<file path="src/rtl/ss_hiccup_seq.sv">
module ss_hiccup_seq #(
  parameter int W       = 8,
  parameter int BASE    = 20,
  parameter int PLATEAU = 60,
  parameter int OVLD    = 80,
  parameter int FAST    = 5,
  parameter int SLOW    = 1,
  parameter int TRIES   = 4
) (
  input  logic         clk,
  input  logic         rst_n,
  input  logic         pgood,
  input  logic         uv_flag,
  input  logic         ov_flag,
  input  logic         ot_flag,
  input  logic         oc2_flag,
  input  logic         oc1_evt,
  input  logic         cyc_end,
  input  logic         softstop_en,
  output logic         run,
  output logic [W-1:0] clamp,
  output logic         latched
);
  localparam int CW = $clog2(TRIES + 1);
  localparam logic [W:0] K_BASE = (W+1)'(BASE);
  localparam logic [W:0] K_PLAT = (W+1)'(PLATEAU);
  localparam logic [W:0] K_OVLD = (W+1)'(OVLD);
  localparam logic [W:0] K_FAST = (W+1)'(FAST);
  localparam logic [W:0] K_SLOW = (W+1)'(SLOW);

  typedef enum logic [3:0] {
    S_IDLE, S_PRE, S_RAMP, S_RUN, S_SLOWHIC, S_FASTHIC, S_SOFT, S_QUIT, S_LOCK
  } st_t;

  st_t           st, brk_to;
  logic [W-1:0]  lvl;
  logic [CW-1:0] tries;
  logic [W:0]    up_f, up_s, dn_f, dn_s;
  logic          hard, brk, start;

  assign up_f  = {1'b0, lvl} + K_FAST;
  assign up_s  = {1'b0, lvl} + K_SLOW;
  assign dn_f  = ({1'b0, lvl} > K_FAST) ? {1'b0, lvl} - K_FAST : '0;
  assign dn_s  = ({1'b0, lvl} > K_SLOW) ? {1'b0, lvl} - K_SLOW : '0;
  assign hard  = ov_flag | oc2_flag;
  assign start = pgood & ~uv_flag & ~ot_flag;

  always_comb begin
    brk    = 1'b1;
    brk_to = S_FASTHIC;
    if (hard)                          brk_to = S_FASTHIC;
    else if (uv_flag)                  brk_to = S_QUIT;
    else if (ot_flag)                  brk_to = S_SOFT;
    else if (!pgood && softstop_en)    brk_to = S_SOFT;
    else if (!pgood)                   brk_to = S_QUIT;
    else                               brk    = 1'b0;
  end

  always_ff @(posedge clk or negedge rst_n) begin
    if (!rst_n) begin
      st    <= S_IDLE;
      lvl   <= '0;
      tries <= '0;
    end else begin
      case (st)
        S_IDLE: begin
          lvl <= '0;
          if (start) st <= S_PRE;
        end
        S_PRE, S_RAMP, S_RUN: begin
          if (brk) begin
            st <= brk_to;
            if (brk_to == S_FASTHIC && tries < CW'(TRIES)) tries <= tries + 1'b1;
          end else if (st == S_PRE) begin
            if (up_f >= K_BASE) begin
              lvl <= W'(K_BASE);
              st  <= S_RAMP;
            end else lvl <= up_f[W-1:0];
          end else if (st == S_RAMP) begin
            if (up_s >= K_PLAT) begin
              lvl   <= W'(K_PLAT);
              st    <= S_RUN;
              tries <= '0;
            end else lvl <= up_s[W-1:0];
          end else if (cyc_end) begin
            if (oc1_evt) begin
              if (up_s >= K_OVLD) begin
                lvl <= W'(K_OVLD);
                st  <= S_SLOWHIC;
              end else lvl <= up_s[W-1:0];
            end else if ({1'b0, lvl} > K_PLAT) begin
              lvl <= (dn_s < K_PLAT) ? W'(K_PLAT) : dn_s[W-1:0];
            end
          end
        end
        S_SLOWHIC, S_SOFT: begin
          if (hard) begin
            st <= S_FASTHIC;
            if (tries < CW'(TRIES)) tries <= tries + 1'b1;
          end else if (uv_flag) st <= S_QUIT;
          else begin
            lvl <= (st == S_SOFT) ? dn_f[W-1:0] : dn_s[W-1:0];
            if (((st == S_SOFT) ? dn_f : dn_s) == '0) st <= S_IDLE;
          end
        end
        S_FASTHIC: begin
          lvl <= dn_f[W-1:0];
          if (dn_f == '0) st <= (tries >= CW'(TRIES)) ? S_LOCK : S_IDLE;
        end
        S_QUIT: begin
          lvl <= dn_f[W-1:0];
          if (dn_f == '0) st <= S_IDLE;
        end
        default: begin
          st  <= S_LOCK;
          lvl <= '0;
        end
      endcase
    end
  end

  assign run     = (st == S_RAMP) || (st == S_RUN) || (st == S_SOFT);
  assign clamp   = lvl;
  assign latched = (st == S_LOCK);

  assert_latch_hold_R6: assert property (@(posedge clk) disable iff (!rst_n)
    latched |=> latched);
  assert_latch_quiet_R6: assert property (@(posedge clk) disable iff (!rst_n)
    latched |-> (!run && clamp == '0));
  assert_hard_stop_R5: assert property (@(posedge clk) disable iff (!rst_n)
    hard |=> !run);
  assert_uv_stop_R8: assert property (@(posedge clk) disable iff (!rst_n)
    uv_flag |=> !run);
  assert_ceiling_R11: assert property (@(posedge clk) disable iff (!rst_n)
    {1'b0, clamp} <= K_OVLD);
  assert_step_R11: assert property (@(posedge clk) disable iff (!rst_n)
    1'b1 |=> ((clamp >= $past(clamp)) ? ({1'b0, clamp} - {1'b0, $past(clamp)})
                                      : ({1'b0, $past(clamp)} - {1'b0, clamp})) <= K_FAST);
endmodule

</file>
<file path="config.mk">
export PLATFORM = sky130hd
export DESIGN_NAME = ss_hiccup_seq
export DESIGN_NICKNAME = d
export VERILOG_FILES = /design/src/rtl/ss_hiccup_seq.sv
export SDC_FILE = /design/constraint.sdc
export NUM_CORES = 1
export LEC_CHECK = 0
export BUFFER_PORTS_ARGS = -buffer_cell sky130_fd_sc_hd__buf_2
export CAP_MARGIN = 20
export CORE_UTILIZATION = 35
export DETAILED_ROUTE_END_ITERATION = 12
export GPL_TIMING_DRIVEN = 0
export SYNTH_ARGS = -nofsm -noshare
export SYNTH_HDL_FRONTEND = slang
export SYNTH_SLANG_ARGS = --single-unit
</file>
<file path="constraint.sdc">
create_clock -name clk -period 8.8 [get_ports clk]
set_input_delay 0.44 -clock clk [delete_from_list [all_inputs] [get_ports clk]]
set_output_delay 0.44 -clock clk [all_outputs]
set_load 0.1 [all_outputs]
</file>
# Word-level counts from Yosys, hierarchy flattened
# Cells that the tools add are included.
totals:
  out_inout_bits: 10
  word_cells: 117
  regBits: 15
classes:
  n_mux: 51
  magnitude_cmp: 9
  n_eq_ne: 29
  bitwise_logic: 5
  add_sub_neg: 5
  reduce_logical: 15
op_table:
  columns: ["cell", "count"]
  rows:
  - ["8-bit two-way mux", 13]
  - ["4-bit two-way mux", 15]
  - ["9-bit two-way mux", 3]
  - ["5-bit != test (second input constant)", 5]
  - ["8-bit one-hot mux with 3 select lines", 1]
  - ["3-bit two-way mux", 7]
  - ["4-bit by 3-bit == test with 1-bit output (second input constant)", 5]
  - ["4-bit one-hot mux with 5 select lines", 1]
  - ["9-bit logical NOT", 2]
  - ["2-bit != test (second input constant)", 8]
  - ["3-bit != test (second input constant)", 4]
  - ["4-bit != test (second input constant)", 3]
  - ["2-bit two-way mux", 5]
  - ["8-bit by 1-bit adder with 9-bit output (second input constant)", 1]
  - ["8-bit by 3-bit adder with 9-bit output (second input constant)", 1]
  - ["9-bit by 5-bit greater-or-equal comparator with 1-bit output (second input constant)", 1]
  - ["9-bit by 6-bit greater-or-equal comparator with 1-bit output (second input constant)", 1]
  - ["9-bit by 7-bit greater-or-equal comparator with 1-bit output (second input constant)", 1]
  - ["9-bit by 6-bit less-than comparator with 1-bit output (second input constant)", 1]
  - ["9-bit AND reduction", 1]
  - ["8-bit by 1-bit subtractor with 9-bit output (second input constant)", 1]
  - ["8-bit by 3-bit subtractor with 9-bit output (second input constant)", 1]
  - ["4-bit by 2-bit == test with 1-bit output (second input constant)", 2]
  - ["8-bit by 1-bit greater-than comparator with 1-bit output (second input constant)", 1]
  - ["21 further kinds", 30]

# Depth between registers and ports, before layout
depth:
  ltp_word: 11
  ltp_mapped: 11
  mapped_depth_nobuf: 9

# Worst setup path before layout
# OpenSTA, ideal clock, no wires.
synth_timing:
  kind: "reg2reg"
  start: "reg lvl[0] (netlist: clamp[0])"
  end: "reg st[3]"
  path_stages_with_launch: 12
  slack_ns: 5.310
  required_time_ns: 8.696
  t_arrival_ns: 3.387
  cell_sequence: "dfrtp_1 > clkbuf_1 > inv_1 > ha_1 > clkbuf_2 > xnor2_1 > or4b_1 > a31oi_1 > nand3_1 > o21ai_1 > nand3_1 > o41ai_2"
synth_between:
  elab_chain_cells: 6
synth_rtl:
  columns: ["item", "line_no", "source"]
  rows:
  - ["start: declaration", "36", "logic [W-1:0] lvl;"]
  - ["start signal: assignment", "76", "lvl <= W'(K_BASE);"]
  - ["start signal: assignment", "78", "end else lvl <= up_f[W-1:0];"]
  - ["start signal: assignment", "81", "lvl <= W'(K_PLAT);"]
  - ["branches (longest 5 deep; another with 8-bit by 1-bit adder with 9-bit output)", null, null]
  - ["9-bit AND reduction (no line) (*)", null, null]
  - ["end signal: assignment", "72", "st <= brk_to;"]
  - ["end signal: assignment", "108", "if (dn_f == '0) st <= (tries >= CW'(TRIES)) ? S_LOCK : S_IDLE;"]
  - ["end: declaration", "35", "st_t st, brk_to;"]
# Every way passes the cells marked *.
# A chain may end at the register's enable or synchronous reset.

# Worst setup path in the final report
# Same ends and word-level chain as after synthesis.

==> out/metrics.cfg <==
[synth]
synth_xor_area_frac = 0.03312
synth.area.mux_share = 0.01952
synth-simple-area-share = 0.3182
synth.distinct_cells = 65
synth_compound_area_frac = 0.3465
ys_warn_count = 0
synth-edff-count = 0
netlist_instances = 295
synth_flop_cell = dfrtp_1
ys_seq_elements = 15
synth_adder_area_share = 0.03430
ys_seq_area_frac = 0.1774
synth_top_family_by_area = compound AO/OA/AOI/OAI gates
syn_nets = 310
synth_common_cells = 24 x nand2_1, 24 x nor2_1, 19 x a21oi_1, 18 x o21ai_0, 15 x dfrtp_1
avgSynthCellArea_um2 = 7.172
synthTopCellsByArea = dfrtp_1 18%, a21oi_1 4.5%, o21ai_0 4.3%, nand2_1 4.3%, nor2_1 4.3%
synth_top_area_frac = 0.1774
yosysTopAreaCell = dfrtp_1
synth_area_mm2 = 0.002116
synthArstFlopShare = 1.000

[floorplanning]
dieWidth_um = 79.75
core-area_mm2 = 0.005675
ioPinCount = 20
fp-row-count = 27
die_y_um = 79.75
die_area_mm2 = 0.006360
start_util = 0.3728

[placement]
place_inst = 386
place_hpwl_um = 5383
dpl_cell_area_mm2 = 0.002301
portBuffers = 19
gp_congestion = 0.9475

[global_routing]
grt_max_degree = 16
grt_pass1_wl_um = 11140
antenna_found_initial = 0
grt_pass1_vias = 2269
gr-usage-all-layers = 0.2272
overflow = 0

[drt]
drc = 0
via_per_inst = 6.400
ant_nets = 0
drt_iter0_markers = 326
via_count = 2496
routedWlPerCell_um = 17.88
drtPass1Iterations = 5
drt_wl_total_um = 6975

[finish]
area_growth_pct = 10.94
final_cell_count_no_fill = 390
seq_area_um2 = 375.4
multi_input_comb_area_mm2 = 0.001590
finalCoreUtilization = 0.4136
nNetsFinal = 334
antennaDiodeCount = 0
finish.instance_area_mm2 = 0.002347
drive_gt1_frac = 0.1447
fillers = 603

[timing]
finalCriticalPeriod_ns = 3.693
slew_headroom = 0.4343
grt_setup_unrepaired = false
fin_crit_sh = 0.4197
fmax_mhz = 270.8
clock_skew_ns = 0.003250
hold_viol = 0
slew_violations = 0
finalSetupViolations = 0
tns_ns = 0
tightest_slew_ns = 0.8409

[clocking]
numCtsBuffers = 3
ctsResizeCount = 0
cts_tree = yes
root_buffer = clkbuf_8
ctsHoldBuffers = 0
htreeDepth = 1
clock_latency_ns = 0.26
clkSlewWorstSetupHoldPaths_ns = 0.07
cts.sinks = 15
post_cts_buffers = 0
cts.path.max_buffers = 2

[job]
max-cap-violations = 0

[worst_setup_path]
cp_max_fo = 10
cp.arrival_ns = 3.85
cp_common_cell = nand3_1
cp_top_family = simple AND/OR/NAND/NOR gates
worst-path-buf-inv = 3
cp_cell_sequence = clkbuf_1 -> inv_1 -> ha_1 -> clkbuf_2 -> xnor2_1 -> or4b_1 -> a31oi_1 -> nand3_1 -> o21ai_1 -> nand3_1 -> o41ai_2
critPathKind = flop to flop
start_kind = flop
worstSetupEndpointType = flop
cp_slowest_cell = dfrtp_1
cp.required_ns = 8.96
crit_path_max_incr_delay_ns = 0.54

[pwr]
power_density_mw_per_mm2 = 58.86
finalPower_mw = 0.1382
p_leak_nw = 1.000
power.ir.vdd_worst_mv = 0.03022

[run_status]
status = finished, final reports clean

[worst_hold_path]
hold_class = input port to async pin

-- cells in the final DEF (no fill, tap or decap), types with 7 or more instances in the layout --
cell      count
a21oi_1      19
a31oi_1       7
and2_1        7
buf_2        24
clkbuf_1     14
dfrtp_1      15
inv_1        12
nand2_1      24
nand2b_1      7
nand3_1      14
nor2_1       24
nor3_1       13
o21ai_0      18
-- final cells by class --
cell class | instances | area share
inverters | 12 | 0.01919
plain buffers | 23 | 0.04478
repair buffers | 19 | 0.04051
clock inverters | 1 | 0.002132
flip-flops and latches | 15 | 0.1599
clock buffers | 3 | 0.01759
well taps | 72 | 0.03838
multi-input cells | 245 | 0.6775
-- worst paths after layout --
check                                startpoint                    to  slack, ns  depth (start not counted)
setup / recovery           clamp[0]$_DFFE_PN0P_     st[3]$_DFFE_PN0P_       5.11                         11
hold / removal                            rst_n  tries[1]$_DFFE_PN0P_       0.09                          1
setup reg to reg           clamp[0]$_DFFE_PN0P_     st[3]$_DFFE_PN0P_       5.11                         11
hold reg to reg            tries[1]$_DFFE_PN0P_  tries[1]$_DFFE_PN0P_       0.50                          1
max in group asynchronous                 rst_n  clamp[6]$_DFFE_PN0P_       8.45                          1
min in group clk           tries[1]$_DFFE_PN0P_  tries[1]$_DFFE_PN0P_       0.50                          1
-- stage by stage --
stage	setup slack [ns]	hold WS, ns
after detailed placement	5.250	0.3788
after global routing	4.990	0.1108
after global placement	5.242	0.3759
after CTS	5.235	0.09955
after floorplan	5.310	0.1444
final	5.107	0.08575
-- kinds of logic (layout without fill, tap and decap cells) --
group,after synthesis,after routing
and+or+nand+nor,126,126
AOI/OAI and AO/OA,101,101
buffers and inverters,35,58
DFF,15,15
xor gates and xnor gates,8,8
adders and majority gates,6,6
muxes,4,4
-- power breakdown --
group	internal [mW]	switching [mW]	total [mW]
registers	0.0689	0	0.0689
logic	0.00313	0.00604	0.00917
clock network	0.0315	0.0285	0.0601
total	0.104	0.0346	0.138
-- metal layers --
metal | track usage | vias up | part of all wire
met5 | 0 | - | 0
met4 | 0.09286 | 0 | 0.031
met3 | 0.02629 | 25 | 0.076
met2 | 0.3521 | 129 | 0.44
met1 | 0.3168 | 1169 | 0.45
li1 | - | 1173 | -
-- sequential cells by signal, summed over array words and instances, names as in the netlist --
signal  flops
clamp       8
st          4
tries       3
Power figures use the tool's default switching activity.
